[src/rtl/uart_rf_pkg.sv]
package uart_rf_pkg;

  localparam int WORD_DATA   = 0;
  localparam int WORD_CTRL   = 1;
  localparam int WORD_FLAG   = 6;
  localparam int WORD_BAUD_I = 9;
  localparam int WORD_BAUD_F = 10;
  localparam int WORD_LINE   = 11;
  localparam int WORD_LEVEL  = 13;
  localparam int WORD_MASK   = 14;
  localparam int WORD_RAW    = 15;
  localparam int WORD_MASKED = 16;
  localparam int WORD_CLEAR  = 17;
  localparam int WORD_DMA    = 18;

  localparam int RAW_W      = 11;
  localparam int ST_RX      = 4;
  localparam int ST_TX      = 5;
  localparam int ST_OVR     = 10;

  localparam int BREAK_BIT  = 10;
  localparam int ENTRY_W    = BREAK_BIT + 1;

  localparam int FL_RX_EMPTY = 4;
  localparam int FL_TX_FULL  = 5;
  localparam int FL_RX_FULL  = 6;
  localparam int FL_TX_EMPTY = 7;

  localparam int LINE_QEN   = 4;

  localparam logic [31:0] CTRL_RST  = 32'h0000_0300;
  localparam logic [5:0]  LEVEL_RST = 6'h12;

  typedef enum logic [3:0] {
    SEL_NONE,
    SEL_DATA,
    SEL_CTRL,
    SEL_FLAG,
    SEL_BAUD_I,
    SEL_BAUD_F,
    SEL_LINE,
    SEL_LEVEL,
    SEL_MASK,
    SEL_RAW,
    SEL_MASKED,
    SEL_CLEAR,
    SEL_DMA,
    SEL_ID
  } reg_sel_t;

endpackage

[src/rtl/uart_rf_decode.sv]
module uart_rf_decode
  import uart_rf_pkg::*;
#(
  parameter int ADDR_W = 12
) (
  input  logic [ADDR_W-1:0] addr,
  output reg_sel_t          sel,
  output logic [2:0]        id_idx
);

  int widx;

  always_comb begin
    widx   = int'(addr[ADDR_W-1:2]);
    id_idx = addr[4:2];
    sel    = SEL_NONE;
    if (addr[1:0] == 2'b00) begin
      if (&addr[ADDR_W-1:5]) begin
        sel = SEL_ID;
      end else begin
        case (widx)
          WORD_DATA:   sel = SEL_DATA;
          WORD_CTRL:   sel = SEL_CTRL;
          WORD_FLAG:   sel = SEL_FLAG;
          WORD_BAUD_I: sel = SEL_BAUD_I;
          WORD_BAUD_F: sel = SEL_BAUD_F;
          WORD_LINE:   sel = SEL_LINE;
          WORD_LEVEL:  sel = SEL_LEVEL;
          WORD_MASK:   sel = SEL_MASK;
          WORD_RAW:    sel = SEL_RAW;
          WORD_MASKED: sel = SEL_MASKED;
          WORD_CLEAR:  sel = SEL_CLEAR;
          WORD_DMA:    sel = SEL_DMA;
          default:     sel = SEL_NONE;
        endcase
      end
    end
  end

endmodule

[src/rtl/uart_id_rom.sv]
module uart_id_rom (
  input  logic       variant,
  input  logic [2:0] idx,
  output logic [7:0] id_byte
);

  always_comb begin
    case ({variant, idx})
      4'h0: id_byte = 8'h11;
      4'h1: id_byte = 8'h10;
      4'h2: id_byte = 8'h14;
      4'h3: id_byte = 8'h00;
      4'h4: id_byte = 8'h0D;
      4'h5: id_byte = 8'hF0;
      4'h6: id_byte = 8'h05;
      4'h7: id_byte = 8'hB1;
      4'h8: id_byte = 8'h11;
      4'h9: id_byte = 8'h00;
      4'hA: id_byte = 8'h18;
      4'hB: id_byte = 8'h01;
      4'hC: id_byte = 8'h0D;
      4'hD: id_byte = 8'hF0;
      4'hE: id_byte = 8'h05;
      default: id_byte = 8'hB1;
    endcase
  end

endmodule

[src/rtl/uart_rx_fifo.sv]
module uart_rx_fifo #(
  parameter int DEPTH = 16,
  parameter int WIDTH = 11,
  localparam int AW = $clog2(DEPTH),
  localparam int CW = $clog2(DEPTH + 1)
) (
  input  logic             clk,
  input  logic             rst,
  input  logic             push,
  input  logic             pop,
  input  logic             cap_one,
  input  logic [WIDTH-1:0] din,
  output logic [WIDTH-1:0] dout,
  output logic [CW-1:0]    count,
  output logic [CW-1:0]    cnt_next,
  output logic             accepted,
  output logic             popped,
  output logic             full
);

  logic [WIDTH-1:0] mem [DEPTH];
  logic [AW-1:0]    rd_ptr;
  logic [AW-1:0]    wr_slot;
  logic [CW-1:0]    cap;

  always_comb begin
    cap      = cap_one ? CW'(1) : CW'(DEPTH);
    full     = (count >= cap);
    accepted = push && !full;
    popped   = pop && (count != '0);
    wr_slot  = rd_ptr + count[AW-1:0];
    cnt_next = count + CW'(accepted) - CW'(popped);
    dout     = mem[rd_ptr];
  end

  always_ff @(posedge clk) begin
    if (accepted) mem[wr_slot] <= din;
  end

  always_ff @(posedge clk) begin
    if (rst) begin
      rd_ptr <= '0;
      count  <= '0;
    end else begin
      if (popped) rd_ptr <= rd_ptr + AW'(1);
      count <= cnt_next;
    end
  end

endmodule

[src/rtl/uart_regfile.sv]
module uart_regfile
  import uart_rf_pkg::*;
#(
  parameter int ADDR_W   = 12,
  parameter int DATA_W   = 32,
  parameter int CHAR_W   = 8,
  parameter int RX_DEPTH = 16
) (
  input  logic              clk,
  input  logic              rst,
  input  logic              bus_sel,
  input  logic              bus_wr,
  input  logic [ADDR_W-1:0] bus_addr,
  input  logic [DATA_W-1:0] bus_wdata,
  output logic [DATA_W-1:0] bus_rdata,
  output logic              bus_err,
  input  logic              id_variant,
  input  logic              rx_valid,
  input  logic [CHAR_W-1:0] rx_char,
  input  logic              rx_break,
  output logic              tx_valid,
  output logic [CHAR_W-1:0] tx_char,
  output logic              irq
);

  localparam int CNT_W = $clog2(RX_DEPTH + 1);

  logic [DATA_W-1:0] ctrl_q;
  logic [15:0]       baud_i_q;
  logic [5:0]        baud_f_q;
  logic [7:0]        line_q;
  logic [5:0]        level_q;
  logic [RAW_W-1:0]  mask_q;
  logic [RAW_W-1:0]  raw_q;
  logic [RAW_W-1:0]  raw_n;
  logic [2:0]        dma_q;

  reg_sel_t          sel;
  logic [2:0]        id_idx;
  logic [7:0]        id_byte;
  logic              rd_acc;
  logic              wr_acc;
  logic              fifo_en;

  logic              rx_push;
  logic [ENTRY_W-1:0] rx_entry;
  logic [ENTRY_W-1:0] rx_head;
  logic [CNT_W-1:0]  rx_count;
  logic [CNT_W-1:0]  rx_cnt_next;
  logic              rx_accepted;
  logic              rx_popped;
  logic              rx_full;
  logic [CNT_W-1:0]  trig;
  logic [7:0]        flag_w;
  logic [DATA_W-1:0] rdata_n;

  assign rd_acc  = bus_sel && !bus_wr;
  assign wr_acc  = bus_sel && bus_wr;
  assign fifo_en = line_q[LINE_QEN];

  uart_rf_decode #(.ADDR_W(ADDR_W)) dec_i (
    .addr   (bus_addr),
    .sel    (sel),
    .id_idx (id_idx)
  );

  uart_id_rom id_i (
    .variant (id_variant),
    .idx     (id_idx),
    .id_byte (id_byte)
  );

  always_comb begin
    rx_push  = rx_valid || rx_break;
    rx_entry = rx_break ? ENTRY_W'(1) << BREAK_BIT : ENTRY_W'(rx_char);
  end

  uart_rx_fifo #(.DEPTH(RX_DEPTH), .WIDTH(ENTRY_W)) fifo_i (
    .clk      (clk),
    .rst      (rst),
    .push     (rx_push),
    .pop      (rd_acc && (sel == SEL_DATA)),
    .cap_one  (!fifo_en),
    .din      (rx_entry),
    .dout     (rx_head),
    .count    (rx_count),
    .cnt_next (rx_cnt_next),
    .accepted (rx_accepted),
    .popped   (rx_popped),
    .full     (rx_full)
  );

  // Receive trigger level as a fraction of the queue depth.
  always_comb begin
    if (!fifo_en) begin
      trig = CNT_W'(1);
    end else begin
      case (level_q[5:3])
        3'd0:    trig = CNT_W'(RX_DEPTH / 8);
        3'd1:    trig = CNT_W'(RX_DEPTH / 4);
        3'd2:    trig = CNT_W'(RX_DEPTH / 2);
        3'd3:    trig = CNT_W'((RX_DEPTH * 3) / 4);
        default: trig = CNT_W'((RX_DEPTH * 7) / 8);
      endcase
    end
  end

  always_comb begin
    flag_w              = '0;
    flag_w[FL_RX_EMPTY] = (rx_count == '0);
    flag_w[FL_RX_FULL]  = rx_full;
    flag_w[FL_TX_FULL]  = 1'b0;
    flag_w[FL_TX_EMPTY] = 1'b1;
  end

  // Raw interrupt status: explicit clear first, then hardware events win.
  always_comb begin
    raw_n = raw_q;
    if (wr_acc && (sel == SEL_CLEAR)) raw_n = raw_n & ~bus_wdata[RAW_W-1:0];
    if (rx_popped && (rx_cnt_next < trig)) raw_n[ST_RX] = 1'b0;
    if (rx_accepted && (rx_cnt_next >= trig)) raw_n[ST_RX] = 1'b1;
    if (rx_push && !rx_accepted) raw_n[ST_OVR] = 1'b1;
    if (wr_acc && (sel == SEL_DATA)) raw_n[ST_TX] = 1'b1;
  end

  always_comb begin
    rdata_n = '0;
    case (sel)
      SEL_DATA:   rdata_n = (rx_count != '0) ? DATA_W'(rx_head) : '0;
      SEL_CTRL:   rdata_n = ctrl_q;
      SEL_FLAG:   rdata_n = DATA_W'(flag_w);
      SEL_BAUD_I: rdata_n = DATA_W'(baud_i_q);
      SEL_BAUD_F: rdata_n = DATA_W'(baud_f_q);
      SEL_LINE:   rdata_n = DATA_W'(line_q);
      SEL_LEVEL:  rdata_n = DATA_W'(level_q);
      SEL_MASK:   rdata_n = DATA_W'(mask_q);
      SEL_RAW:    rdata_n = DATA_W'(raw_q);
      SEL_MASKED: rdata_n = DATA_W'(raw_q & mask_q);
      SEL_DMA:    rdata_n = DATA_W'(dma_q);
      SEL_ID:     rdata_n = DATA_W'(id_byte);
      default:    rdata_n = '0;
    endcase
  end

  always_ff @(posedge clk) begin
    if (rst) begin
      ctrl_q   <= CTRL_RST;
      baud_i_q <= '0;
      baud_f_q <= '0;
      line_q   <= '0;
      level_q  <= LEVEL_RST;
      mask_q   <= '0;
      dma_q    <= '0;
    end else if (wr_acc) begin
      case (sel)
        SEL_CTRL:   ctrl_q   <= bus_wdata;
        SEL_BAUD_I: baud_i_q <= bus_wdata[15:0];
        SEL_BAUD_F: baud_f_q <= bus_wdata[5:0];
        SEL_LINE:   line_q   <= bus_wdata[7:0];
        SEL_LEVEL:  level_q  <= bus_wdata[5:0];
        SEL_MASK:   mask_q   <= bus_wdata[RAW_W-1:0];
        SEL_DMA:    dma_q    <= bus_wdata[2:0];
        default:    ;
      endcase
    end
  end

  always_ff @(posedge clk) begin
    if (rst) begin
      raw_q     <= '0;
      bus_rdata <= '0;
      bus_err   <= 1'b0;
      tx_valid  <= 1'b0;
      tx_char   <= '0;
      irq       <= 1'b0;
    end else begin
      raw_q     <= raw_n;
      bus_rdata <= rd_acc ? rdata_n : '0;
      bus_err   <= bus_sel && (sel == SEL_NONE);
      tx_valid  <= wr_acc && (sel == SEL_DATA);
      if (wr_acc && (sel == SEL_DATA)) tx_char <= bus_wdata[CHAR_W-1:0];
      irq       <= |(raw_q & mask_q);
    end
  end

endmodule

[config.mk]
export PLATFORM = sky130hd
export DESIGN_NAME = uart_regfile
export DESIGN_NICKNAME = d
export VERILOG_FILES = /design/src/rtl/uart_rf_pkg.sv /design/src/rtl/uart_rf_decode.sv /design/src/rtl/uart_id_rom.sv /design/src/rtl/uart_rx_fifo.sv /design/src/rtl/uart_regfile.sv
export SDC_FILE = /design/constraint.sdc
export NUM_CORES = 1
export LEC_CHECK = 0
export ABC_AREA = 1
export ABC_CLOCK_PERIOD_IN_PS = 5000
export BUFFER_PORTS_ARGS = -buffer_cell sky130_fd_sc_hd__clkbuf_2
export CAP_MARGIN = 20
export CORE_MARGIN = 2
export CORE_UTILIZATION = 25
export CTS_CLUSTER_DIAMETER = 150
export CTS_CLUSTER_SIZE = 40
export DETAILED_ROUTE_END_ITERATION = 10
export REMOVE_ABC_BUFFERS = 1
export SLEW_MARGIN = 5
export SYNTH_ARGS = -nofsm -noshare
export SYNTH_HDL_FRONTEND = slang
export SYNTH_HIERARCHICAL = 1
export SYNTH_SLANG_ARGS = --single-unit
[constraint.sdc]
create_clock -name clk -period 5 [get_ports clk]
set_input_delay 0.5 -clock clk [delete_from_list [all_inputs] [get_ports clk]]
set_output_delay 0.5 -clock clk [all_outputs]
set_load 0.03 [all_outputs]
## Yosys cells after proc, flatten, opt, wreduce, memory -nomap -nowiden

Memories as Yosys holds them, arrays and structs flattened. A register that Yosys moved wholly into a read port is not among the register bits.
Index checks and enable logic that the tools add are counted.

| operators by class | value |
|---|---|
| add/subtract/negate cells | 4 |
| order comparisons | 3 |
| equal/unequal tests | 16 |
| reduce and logical (&&, ||, !) cells | 34 |
| muxes and demuxes | 18 |
| bitwise logic cells | 5 |

Operators with widths:

| cell | number |
|---|---|
| $pmux W32 S12 | 1 |
| $and A11 B11 Y11 | 3 |
| $mux W11 | 3 |
| $eq A4 B4 Y1 const B | 6 |
| $mux W4 | 6 |
| $eq A4 B3 Y1 const B | 4 |
| $pmux W4 S4 | 1 |
| $reduce_and A2 Y1 | 7 |
| $logic_and A1 B1 Y1 | 11 |
| $not A11 Y11 | 1 |
| $reduce_or A11 Y1 | 1 |
| $ge A5 B5 Y1 | 2 |
| $logic_not A5 Y1 | 2 |
| $eq A4 B2 Y1 const B | 2 |
| $reduce_and A7 Y1 | 1 |
| $eq A3 B2 Y1 const B | 2 |
| $mux W1 | 6 |
| $add A5 B1 Y5 | 1 |
| $lt A5 B5 Y1 | 1 |
| $mux W5 | 1 |
| $reduce_bool A5 Y1 | 1 |
| $sub A5 B1 Y5 | 1 |
| $add A4 B1 Y4 const B | 1 |
| $add A4 B4 Y4 | 1 |
| other kinds (11) | 14 |

| word-level totals | value |
|---|---|
| word-level logic and storage cells | 101 |
| register bits after elaboration | 145 |
| ROM bits | 240 |
| output and inout port bits | 43 |
| RAM bits | 176 |
| memories kept | 3 |
| bits of input ports | 59 |

Memories:

| name | depth | width | rd ports | clocked after Yosys merged registers in | write ports | RTL line | RTL |
|---|---|---|---|---|---|---|---|
| fifo_i.mem | 16 | 11 | 1 | 1 | 1 | uart_rx_fifo.sv:21 | `logic [WIDTH-1:0] mem [DEPTH];` |
| (name not given) | 32 | 4 | 1 | 0 | 0 | uart_rf_decode.sv:21 | `case (widx)` |
| (name not given) | 16 | 7 | 1 | 0 | 0 | uart_id_rom.sv:8 | `case ({variant, idx})` |

## Logic depth before layout (Yosys ltp)

Gate-level depths: netlist of run 1.

| logic depth | value |
|---|---|
| word-level depth | 12 |
| depth in mapped cells | 27 |
| gate-level depth less buffers | 27 |

## Modules after synthesis

Netlist of run 1, hierarchy kept.

Modules (own cells, without submodules):

| module | seq. area each (µm²) | cells an instance | instances | area an instance (µm²) |
|---|---|---|---|---|
| uart_rx_fifo | 5545.3 | 812 | 1 | 8354.3 |
| uart_regfile | 2722.6 | 842 | 1 | 5874.4 |
| uart_rf_decode | 0.0 | 52 | 1 | 272.8 |
| uart_id_rom | 0.0 | 34 | 1 | 177.7 |

## Worst setup path before layout of run 1

Ideal clock, no wire load.

| timing path | value |
|---|---|
| path type | input to register |
| start | input port bus_addr[5] |
| end | register raw_q[4] |
| data arrival time | 3.813 ns |
| path buffers | 0 |
| cell stages on the path | 25 |
| setup slack | 1.055 ns |
| library setup time | 0.132 ns |
| data required time | 4.868 ns |
| cells stage by stage | nor2_1 -> nor2_1 -> nand2_1 -> nand3_1 -> nand2_1 -> nand2_1 -> a21oi_2 -> nand2_4 -> nor4_1 -> nand2_1 -> inv_1 -> ha_1 -> inv_1 -> ha_1 -> inv_1 -> fa_1 -> nand3b_1 -> nand2_1 -> xnor2_1 -> inv_1 -> or2_2 -> a21oi_1 -> nand3_1 -> nand2_1 -> a21oi_1 |

| between the ends | value |
|---|---|
| longest elaborated chain between the ends | 12 |
| elaborated cells on any way between the ends | 18 |
| those cells by class | add/sub (1); order compare (2); eq/ne (2); mux (5); reduce/logical (7); memory (1) |

RTL lines:

| item | RTL line | RTL |
|---|---|---|
| start: declaration | uart_regfile.sv:13 | `input logic [ADDR_W-1:0] bus_addr,` |
| $mem_v2 Z32 W4 | -- |  |
| $mux W4 | uart_rf_decode.sv:21 |  |
| $mux W4 * | uart_rf_decode.sv:18 | `if (&addr[ADDR_W-1:5]) begin` |
| $mux W4 * | uart_rf_decode.sv:17 | `if (addr[1:0] == 2'b00) begin` |
| named net sel[0] | uart_regfile.sv:38 | `reg_sel_t sel;` |
| $eq A4 B1 Y1 * | uart_regfile.sv:82 | `.pop (rd_acc && (sel == SEL_DATA)),` |
| $logic_and A1 B1 Y1 * | uart_regfile.sv:82 |  |
| $logic_and A1 B1 Y1 * | uart_rx_fifo.sv:30 | `popped = pop && (count != '0);` |
| named net rx_popped | uart_regfile.sv:51 | `logic rx_popped;` |
| $sub A5 B1 Y5 * | uart_rx_fifo.sv:32 | `cnt_next = count + CW'(accepted) - CW'(popped);` |
| named net rx_cnt_next[4] | uart_regfile.sv:49 | `logic [CNT_W-1:0] rx_cnt_next;` |
| $lt A5 B5 Y1 | uart_regfile.sv:120 | `if (rx_popped && (rx_cnt_next < trig)) raw_n[ST_RX] = 1'b0;` |
| $logic_and A1 B1 Y1 | uart_regfile.sv:120 |  |
| $mux W1 | uart_regfile.sv:120 |  |
| $mux W1 | uart_regfile.sv:121 | `if (rx_accepted && (rx_cnt_next >= trig)) raw_n[ST_RX] = 1'b1;` |
| end signal: assignment | uart_regfile.sv:177 | `raw_q <= raw_n;` |
| end: declaration | uart_regfile.sv:34 | `logic [RAW_W-1:0] raw_q;` |

The timed path passes the listed nets; every way through them passes the cells marked *.
A chain may end at the register's enable or synchronous reset.

## Worst setup path in the final report of run 1

| timing path | value |
|---|---|
| start | input port bus_addr[4] |
| end | register raw_q[4] |

| between the ends | value |
|---|---|
| longest elaborated chain between the ends | 12 |
| elaborated cells on any way between the ends | 17 |
| those cells by class | add/sub (1); order compare (2); eq/ne (2); mux (5); reduce/logical (6); memory (1) |

RTL lines:

| item | RTL line |
|---|---|
| $mem_v2 Z32 W4 * | -- |
| $mux W4 * | uart_rf_decode.sv:21 |
| $mux W4 * | uart_rf_decode.sv:18 |
| $mux W4 * | uart_rf_decode.sv:17 |
| named net sel[0] | uart_regfile.sv:38 |
| $eq A4 B1 Y1 * | uart_regfile.sv:82 |
| $logic_and A1 B1 Y1 * | uart_regfile.sv:82 |
| $logic_and A1 B1 Y1 * | uart_rx_fifo.sv:30 |
| named net rx_popped | uart_regfile.sv:51 |
| $sub A5 B1 Y5 * | uart_rx_fifo.sv:32 |
| named net rx_cnt_next[4] | uart_regfile.sv:49 |
| $lt A5 B5 Y1 | uart_regfile.sv:120 |
| $logic_and A1 B1 Y1 | uart_regfile.sv:120 |
| $mux W1 | uart_regfile.sv:120 |
| $mux W1 | uart_regfile.sv:121 |

Marks and branches as above.

==> flow_metrics.py, run 1 <==
metrics = {
    "final_layout": {
        "num_antenna_cells": 0,
        "fin_cells": 2609,
        "area_growth_pct": 12.5,
        "fillers": 6243,
        "drive_above_1_share_pct": 10.1,
        "fin_area_sq_um": 16500,
        "design.final.nets": 1923,
    },
    "sta": {
        "fmax_mhz": 243,
        "fin_crit_sh_pct": 82.1,
        "final-setup-viol-count": 0,
        "tightest_slew_ns": 1.15,
        "rsz0062_at_grt": "false",
        "maxSlewViolCount": 0,
        "final.min_clock_period_ns": 4.11,
        "finClkSkew_ns": 0.0629,
        "relSlewSlack_pct": 23.3,
        "setup_tns_ns": 0,
        "setup_ws_ns": 0.893,
        "hold_viol_final": 0,
    },
    "die": {
        "row_count": 88,
        "fp.coreArea_sq_um": 57900,
        "io_pins": 102,
        "die_area_sq_um": 60700,
        "die_x_um": 246,
        "fp.dieH_um": 246,
        "start_util_pct": 25.3,
    },
    "setup_path": {
        "r2r_cells": 20,
        "r2r_start": "fifo_i/count[1]",
        "critical_path_class": "primary input to register",
        "worst_setup_path_start_kind": "primary input",
        "endpoint_kind": "register",
        "r2r_slack_ns": 1.38,
        "crit_arrival_ns": 4.52,
        "r2r-end": "raw_q[4]",
        "worstSetupEndpoint": "raw_q[4]",
        "crit_fanout": 13,
        "required_ns": 5.42,
        "crit_path_start": "bus_addr[4]",
    },
    "pwr": {
        "peakVddDrop_mv": 0.202,
        "p_sw_share_pct": 28.9,
        "power_frac_seq_pct": 56.4,
        "clkPwrFrac_pct": 25.0,
        "leakagePower_nw": 6.90,
        "power_density_nw_per_um2": 323,
        "power_frac_comb_pct": 18.6,
        "intPower_mw": 3.79,
        "p_sw_mw": 1.54,
    },
    "cts": {
        "clkLatencyLatePin_ns": 0.52,
        "cts_tree": "done",
        "clockBufferDepth": 3,
        "cts-root-buf": "clkbuf_16",
        "cts_buffers": 12,
        "postCtsResizedCells": 0,
        "ctsHoldBuffers": 0,
        "h-tree-depth": 1,
        "cts_sinks": 325,
        "clk_pin_slew_worst_paths_ns": 0.15,
        "post-cts-setup-buffers": 0,
    },
    "drt": {
        "ant_nets": 0,
        "drt_wl_total_mm": 40.5,
        "drc": 0,
        "vias_per_cell": 4.47,
        "num_vias": 11700,
        "drt-initial-drc-count": 854,
        "first_pass_iters": 7,
        "post_drt_wl_per_cell_um": 15.5,
    },
    "place": {
        "numPortBuffers": 101,
        "dp_cells": 2582,
        "routabilityCongestion": 0.901,
        "dp_hpwl_mm": 27.1,
        "dp_slack_ns": 0.379,
        "place_area_sq_um": 16000,
    },
    "synth": {
        "synth.cell_area_sq_um": 14700,
        "yosysSeqAreaShare_pct": 56.3,
        "synth_top_cell_area_share_pct": 36.0,
        "syn_area_per_cell_sq_um": 8.44,
        "ys_warn_count": 6,
        "ys_ff_latch": 325,
        "synth_cells": 1740,
        "netlist_top_cells_area": "edfxtp_1, dfxtp_1, nand2_1, nand3_1, inv_1",
        "yosysUniqueCellTypes": 39,
        "yosysTopAreaCell": "edfxtp_1",
    },
    "global_routing": {
        "grt_pass1_vias": 11000,
        "grt_overflow": 0,
        "grt_antenna_before_repair": 1,
        "grt_max_degree": 56,
        "grt_use_total_pct": 13.0,
        "grt_first_pass_wirelength_mm": 62.1,
    },
    "min_path": {
        "min_from": "bus_wdata[14]",
        "hp-class": "primary input to register",
    },
    "outcome": {
        "outcome": "finished clean",
    },
    "run": {
        "cap_violations": 0,
    },
}
## registers in the layout, indices dropped and copies added, names as in the netlist, named ones only
register and flops:
baud_f_q 6, baud_i_q 16, bus_err 1, bus_rdata 32, ctrl_q 32, dma_q 3, fifo_i/count 5, fifo_i/mem 176
fifo_i/rd_ptr 4, irq 1, level_q 6, line_q 8, mask_q 11, raw_q 11, tx_char 8, tx_valid 1
## cells by family (layout without fill, tap and decap cells)
logic type      count (synthesis)  count (layout)  share of synthesized area, %
other cells                     2              33                        0.0512
compound gates                163             163                          5.86
fa+ha+maj                      24              24                          2.15
xor+xnor                        6               6                         0.358
simple gates                  913             913                          26.5
buf+inv                       307             380                          8.75
flops                         325             325                          56.3
## per-stage QoR
step,utilization [%],hold WS (ns),total power [mW]
detailed placement,27.7,0.437,4.05
global route,28.5,0.203,5.61
floorplan,-,0.424,3.70
finish,28.5,0.200,5.33
CTS,28.4,0.186,5.36
global placement,27.6,0.430,4.02
## per-layer routing
layer | track usage [%] | part of all wire (%) | up-vias
met5 | 0 | 0.032 | -
met4 | 4.20 | 2.6 | 2
met2 | 21.5 | 47 | 289
li1 | - | - | 5765
met1 | 17.7 | 46 | 5546
met3 | 1.17 | 4.3 | 59
## power groups by stage
stage | sequential (mW) | clock, mW | combinational (mW)
2_1_floorplan | 3.05 | 0 | 0.644
3_3_place_gp | 3.07 | 0 | 0.956
3_5_place_dp | 3.07 | 0 | 0.980
4_1_cts | 3.01 | 1.37 | 0.985
5_1_grt | 3.02 | 1.45 | 1.14
6_report | 3.01 | 1.33 | 0.992
## final cells by class
class | instances | area (sq um) | share of cell area (%)
repair buffers | 140 | 825 | 4.99
flip-flops and latches | 325 | 8270 | 50.1
multi-input cells | 1139 | 5240 | 31.8
clock buffers | 17 | 350 | 2.12
clock inverters | 1 | 30.0 | 0.182
inverters | 222 | 833 | 5.05
well taps | 765 | 957 | 5.80
## worst max-delay path, stage by stage
cell	delay, ns
clkbuf_2	0.20
nor2_1	0.21
nor2_1	0.06
nand2_1	0.06
nand3_1	0.07
nand2_1	0.06
nand2_1	0.06
a21oi_2	0.35
nand2_4	0.15
nor4_1	0.25
buf_4	0.17
nand2_1	0.12
inv_1	0.15
ha_1	0.24
inv_1	0.06
ha_1	0.15
inv_1	0.06
fa_1	0.44
nand3b_1	0.19
nand2_1	0.10
xnor2_1	0.14
inv_1	0.08
or2_2	0.28
a21oi_1	0.16
nand3_1	0.09
nand2_1	0.07
a21oi_1	0.06
## cells in the mapped netlist (all sizes together)
master  number
xor2         2
and3         1
clkbuf      30
nand3b       5
ha          22
dfxtp      149
inv        219
a21oi      110
a31o         1
o22ai        1
o31ai        1
nor4         2
edfxtp     176
nand2      520
clkinv       3
fa           2
xnor2        4
nand4        8
nor2       111
o211ai      13
nand3      243
o21ai       37
nor3        21
conb         2
or2          2
buf         55
## cell usage in the layout, fill, tap and decap left out, types with 4 or more instances in the layout
master | synthesis | layout
o21ai_0 | 35 | 35
clkbuf_16 | 0 | 13
nand3_1 | 243 | 243
ha_1 | 22 | 22
nand2_2 | 5 | 5
dfxtp_1 | 149 | 148
nor3_1 | 19 | 19
nor2_1 | 102 | 102
conb_1 | 2 | 33
nand4_1 | 7 | 7
clkbuf_2 | 0 | 101
nor2_2 | 7 | 7
inv_1 | 210 | 210
inv_2 | 9 | 9
edfxtp_1 | 176 | 176
o211ai_1 | 13 | 13
nand2_1 | 514 | 514
buf_4 | 12 | 32
xnor2_1 | 4 | 4
nand3b_1 | 5 | 5
a21oi_1 | 109 | 109
buf_6 | 6 | 7
## how the worst min path moves through the flow
stage	to	cells past startpoint	slack (ns)
3_3_place_gp	bus_rdata[30]	2	0.43
4_1_cts	ctrl_q[14]	3	0.19
2_1_floorplan	bus_rdata[16]	2	0.42
6_report	ctrl_q[14]	3	0.20
5_1_grt	ctrl_q[11]	3	0.20
3_5_place_dp	dma_q[0]	2	0.44
No activity file was read; power rests on OpenSTA's default activity.
==> run 2, diff against run 1 <==
ABC_CLOCK_PERIOD_IN_PS = 3890   (was 5000)
clock period = 3.89 ns   (was 5 ns; I/O delays follow)
==> run 2 against run 1 <==
- utilization is 0.59 points higher
- clock skew decreased by 0.0051 ns
- hold slack lost 0.097 ns
- count of clock-buffer cells in the layout shrank 1
- critical path depth is the same
- via count increased by 1.0%
- global-route usage is essentially flat
- first-iteration DRC count rose by 17%
- non-clock buffer count rose by 44
- wire length is 0.84% lower
- flip-flop and latch count unchanged
- sequential power is 28% higher
- critical endpoint unchanged
==> flow_metrics.py, run 2 (synthesis results as in run 1) <==
metrics = {
    "final_layout": {
        "area_growth_pct": 14.8,
        "largestRegisters": "fifo_i/mem (176), bus_rdata (32), ctrl_q (32)",
        "fin_cells": 2653,
        "top_register": "fifo_i/mem",
        "design.final.nets": 1967,
        "fillers": 6239,
        "layout_commonest_cell": "nand2_1",
        "num_antenna_cells": 0,
        "largest_reg_flops": 176,
        "drive_above_1_share_pct": 12.3,
        "most-common-layout-cells": "nand2_1, nand3_1, inv_1, edfxtp_1, dfxtp_1",
    },
    "die": {
        "fp.dieH_um": 246,
        "fp.coreArea_sq_um": 57900,
        "die_area_sq_um": 60700,
        "start_util_pct": 25.3,
        "row_count": 88,
        "io_pins": 102,
        "die_x_um": 246,
    },
    "cts": {
        "clockBufferDepth": 3,
        "cts_buffers": 12,
        "cts-root-buf": "clkbuf_16",
        "h-tree-depth": 1,
        "clk_pin_slew_worst_paths_ns": 0.15,
        "cts_sinks": 325,
        "clkLatencyLatePin_ns": 0.54,
        "cts_tree": "done",
    },
    "place": {
        "routabilityCongestion": 0.900,
        "dp_hpwl_mm": 27.9,
        "dp_cells": 2630,
        "numPortBuffers": 101,
    },
    "drt": {
        "vias_per_cell": 4.44,
        "post_drt_wl_per_cell_um": 15.2,
        "first_pass_iters": 5,
        "drt-initial-drc-count": 1001,
        "drt_wl_total_mm": 40.2,
        "ant_nets": 0,
        "drc": 0,
        "num_vias": 11800,
    },
    "setup_path": {
        "r2r_cells": 20,
        "crit_path_start": "bus_addr[4]",
        "critical_path_class": "primary input to register",
        "critPathMaxStageDelay_ns": 0.43,
        "cp_common_cell": "nand2_1",
        "required_ns": 4.29,
        "crit_fanout": 7,
        "worstSetupEndpoint": "raw_q[4]",
        "r2r_start": "line_q[4]",
        "endpoint_kind": "register",
        "r2r-end": "raw_q[4]",
        "path_depth": 27,
        "cpLargestDelayFamily": "simple AND/OR/NAND/NOR gates",
        "crit_arrival_ns": 3.99,
        "r2r_slack_ns": 0.31,
        "critPathBufInv": 6,
        "critPathSlowestCell": "fa_1",
        "worst_setup_path_start_kind": "primary input",
    },
    "sta": {
        "hold_viol_final": 0,
        "finClkSkew_ns": 0.0578,
        "final.min_clock_period_ns": 3.59,
        "final-setup-viol-count": 0,
        "fmax_mhz": 279,
        "relSlewSlack_pct": 29.9,
        "maxSlewViolCount": 0,
        "fin_crit_sh_pct": 92.3,
        "tightest_slew_ns": 1.05,
    },
    "pwr": {
        "leakagePower_nw": 7.11,
        "power_density_nw_per_um2": 411,
        "peakVddDrop_mv": 0.326,
        "total_power_mw": 6.93,
    },
    "global_routing": {
        "grt_max_degree": 100,
        "grt_antenna_before_repair": 2,
        "grt_overflow": 0,
        "grt_first_pass_wirelength_mm": 62.4,
        "grt_use_total_pct": 12.9,
        "grt_pass1_vias": 11300,
    },
    "outcome": {
        "outcome": "finished clean",
    },
    "min_path": {
        "hp-class": "primary input to register",
    },
    "run": {
        "cap_violations": 0,
    },
}
run 2: stage by stage:
step	area [sq um]	setup TNS, ns	utilization (%)	worst slack [ns]	hold WS (ns)
floorplan	14300	0	-	0.0721	0.424
global placement	16400	-0.217	28.3	-0.217	0.430
detailed placement	16400	-0.282	28.4	-0.282	0.440
CTS	16800	0	29.0	0.215	0.0977
global route	16800	-0.0198	29.1	-0.0198	0.0846
finish	16800	0	29.1	0.301	0.103
run 2: worst min-delay path by stage:
stage / slack, ns / start / end / cells after the start
detailed placement: 0.44 / ctrl_q[30] / bus_rdata[30] / 2
finish: 0.10 / bus_wdata[13] / ctrl_q[13] / 3
floorplan: 0.42 / ctrl_q[16] / bus_rdata[16] / 2
CTS: 0.1 / bus_wdata[13] / ctrl_q[13] / 3
global placement: 0.43 / ctrl_q[30] / bus_rdata[30] / 2
global route: 0.08 / bus_wdata[13] / ctrl_q[13] / 3
run 2: repair_timing:
item                       in CTS  in global routing
hold buffers                    0                  0
buffers inserted                0                  0
setup endpoints to repair       0                  1
gates resized for setup         0                  4
run 2: worst register-to-register path: stages (launching register included):
cell and delay (ns):
dfxtp_1 0.42, inv_1 0.13, ha_1 0.31, nand3_1 0.08, nand3_1 0.06, nand2_1 0.16, nand3_1 0.13, ha_1 0.30
inv_1 0.06, ha_1 0.15, inv_1 0.06, fa_1 0.43, nand3b_1 0.19, nand2_1 0.10, xnor2_1 0.14, inv_1 0.09
or2_2 0.27, a21oi_1 0.16, nand3_1 0.09, nand2_1 0.07, a21oi_1 0.06
run 2: power by group:
group	switching (mW)	leakage, nW	internal [mW]
Combinational	0.888	4.13	0.519
Sequential	0.0663	2.81	3.80
Clock	1.05	0.171	0.604
run 2: layer usage:
layer	track usage [%]	up-vias	routed length, um
li1	-	5854	-
met1	17.6	5584	18500
met2	21.9	294	19200
met3	1.27	43	1810
met4	3.33	4	720
met5	0	-	27
run 2: area by class of cell:
type	count	area, sq um	area share, %
Clock inverter	2	46.3	0.275
Multi-Input combinational cell	1139	5260	31.2
Tap cell	765	957	5.68
Clock buffer	16	315	1.87
Sequential cell	325	8270	49.1
Inverter	222	833	4.95
Timing Repair Buffer	184	1170	6.94
==> run 3, diff against run 2 <==
CTS_BUF_LIST = sky130_fd_sc_hd__clkbuf_16   (was not set)
TNS_END_PERCENT = 100   (was not set)
==> run 3 against run 2 <==
- combinational power about the same
- clock skew up 0.00086 ns
- hold slack about the same
- final cell count unchanged
- first-iteration DRC count down 0.20%
- count of clock-buffer cells in the layout down 4
- setup slack worse by 0.00051 ns
- wire length up 0.17%
- critical path type unchanged
- critical endpoint unchanged
- largest cell class unchanged
==> flow_metrics.py, run 3 (synthesis results as in run 1) <==
metrics = {
    "run": {
        "cap_violations": 0,
    },
    "die": {
        "start_util_pct": 25.3,
        "fp.dieH_um": 246,
        "row_count": 88,
        "die_x_um": 246,
        "fp.coreArea_sq_um": 57900,
        "die_area_sq_um": 60700,
        "io_pins": 102,
    },
    "drt": {
        "first_pass_iters": 5,
        "dr_wl_met2_mm": 19.2,
        "post_drt_wl_per_cell_um": 15.2,
        "drt_wl_total_mm": 40.3,
        "wl_met1_mm": 18.4,
        "vias_per_cell": 4.43,
        "drt-initial-drc-count": 999,
        "dr_wl_met3_mm": 1.93,
        "ant_nets": 0,
        "num_vias": 11800,
        "top_layer_used": "met5",
        "drc": 0,
    },
    "pwr": {
        "power_frac_comb_pct": 20.3,
        "power_density_nw_per_um2": 411,
        "p_sw_share_pct": 29.0,
        "clkPwrFrac_pct": 23.8,
        "intPower_mw": 4.91,
        "leakagePower_nw": 7.13,
        "peakVddDrop_mv": 0.327,
        "p_sw_mw": 2.01,
        "power_frac_seq_pct": 55.8,
    },
    "cts": {
        "postCtsResizedCells": 0,
        "cts_tree": "done",
        "post-cts-setup-buffers": 0,
        "ctsHoldBuffers": 0,
        "clockBufferDepth": 3,
        "cts-root-buf": "clkbuf_16",
        "clk_pin_slew_worst_paths_ns": 0.15,
        "clkLatencyLatePin_ns": 0.54,
        "cts_sinks": 325,
        "h-tree-depth": 1,
        "cts_buffers": 12,
    },
    "sta": {
        "whs_ns": 0.103,
        "setup_ws_ns": 0.300,
        "finClkSkew_ns": 0.0586,
        "relSlewSlack_pct": 29.9,
        "tightest_slew_ns": 1.05,
        "hold_viol_final": 0,
        "fmax_mhz": 279,
        "final-setup-viol-count": 0,
        "maxSlewViolCount": 0,
        "final.min_clock_period_ns": 3.59,
        "fin_crit_sh_pct": 92.3,
    },
    "final_layout": {
        "utilization_pct": 29.1,
        "drive_above_1_share_pct": 12.3,
        "layout_commonest_cell": "nand2_1",
        "num_antenna_cells": 0,
        "most-common-layout-cells": "nand2_1, nand3_1, inv_1, edfxtp_1, dfxtp_1",
        "largest_reg_flops": 176,
        "area_growth_pct": 14.8,
        "top_register": "fifo_i/mem",
        "design.final.nets": 1967,
        "fin_area_sq_um": 16800,
        "largestRegisters": "fifo_i/mem (176), bus_rdata (32), ctrl_q (32)",
    },
    "place": {
        "numPortBuffers": 101,
        "routabilityCongestion": 0.900,
        "dp_hpwl_mm": 27.9,
        "dp_slack_ns": -0.282,
        "place_area_sq_um": 16400,
    },
    "global_routing": {
        "grt_max_degree": 100,
        "grt_pass1_vias": 11300,
        "grt_antenna_before_repair": 2,
        "grt_first_pass_wirelength_mm": 62.4,
        "grt_use_total_pct": 12.9,
        "grt_overflow": 0,
    },
    "outcome": {
        "outcome": "finished clean",
    },
    "setup_path": {
        "endpoint_kind": "register",
        "critical_path_class": "primary input to register",
        "worst_setup_path_start_kind": "primary input",
        "r2r_slack_ns": 0.31,
        "required_ns": 4.29,
        "crit_arrival_ns": 3.99,
        "crit_fanout": 7,
    },
    "min_path": {
        "hp-class": "primary input to register",
    },
}
## run 3: cell count changes in the layout (fill, tap and decap cells not counted), sizes merged
cell	previous run	this run
inv	219	223
clkbuf	117	113
## run 3: metal layers
layer / vias up / track usage, %
li1: 5855 / -
met1: 5559 / 17.6
met2: 291 / 21.9
met3: 45 / 1.27
met4: 4 / 3.33
met5: - / 0
## run 3: path summary, 6_finish.rpt
check / start / to / cells after the start
max: bus_addr[4] / raw_q[4] / 27
min reg2reg: ctrl_q[30] / bus_rdata[30] / 2
min: bus_wdata[13] / ctrl_q[13] / 3
max reg2reg: line_q[4] / raw_q[4] / 20
## run 3: cell type report
cell class | instances | area, sq um
fillers | 6239 | 41100
flip-flops and latches | 325 | 8270
multi-input cells | 1139 | 5260
repair buffers | 184 | 1170
well taps | 765 | 957
inverters | 222 | 833
clock buffers | 12 | 300
clock inverters | 6 | 61.3
## run 3: critical path: stages
cell and delay (ns):
clkbuf_2 0.15, nor2_1 0.19, nor2_1 0.06, nand2_1 0.05, nand3_1 0.07, nand2_1 0.07, nand2_1 0.08, a21oi_4 0.19
nand2_4 0.07, nor4_2 0.24, buf_4 0.17, nand2_1 0.08, inv_1 0.09, ha_1 0.22, inv_1 0.06, ha_1 0.15
inv_1 0.06, fa_1 0.43, nand3b_1 0.19, nand2_1 0.10, xnor2_1 0.14, inv_1 0.09, or2_2 0.27, a21oi_1 0.16
nand3_1 0.09, nand2_1 0.07, a21oi_1 0.06
## run 3: per-stage QoR
stage	total power, mW	std cells	TNS (ns)
finish	6.92	2653	0
global route	7.27	2653	-0.0198
CTS	6.97	2648	0
detailed placement	5.34	2630	-0.282
global placement	5.30	2628	-0.217
floorplan	4.75	1686	0
## run 3: power groups by stage
| stage | sequential [mW] | clock [mW] | combinational, mW |
|---|---|---|---|
| 2_1_floorplan | 3.92 | 0 | 0.827 |
| 3_3_place_gp | 3.94 | 0 | 1.36 |
| 3_5_place_dp | 3.94 | 0 | 1.40 |
| 4_1_cts | 3.86 | 1.70 | 1.40 |
| 5_1_grt | 3.88 | 1.81 | 1.58 |
| 6_report | 3.86 | 1.65 | 1.41 |
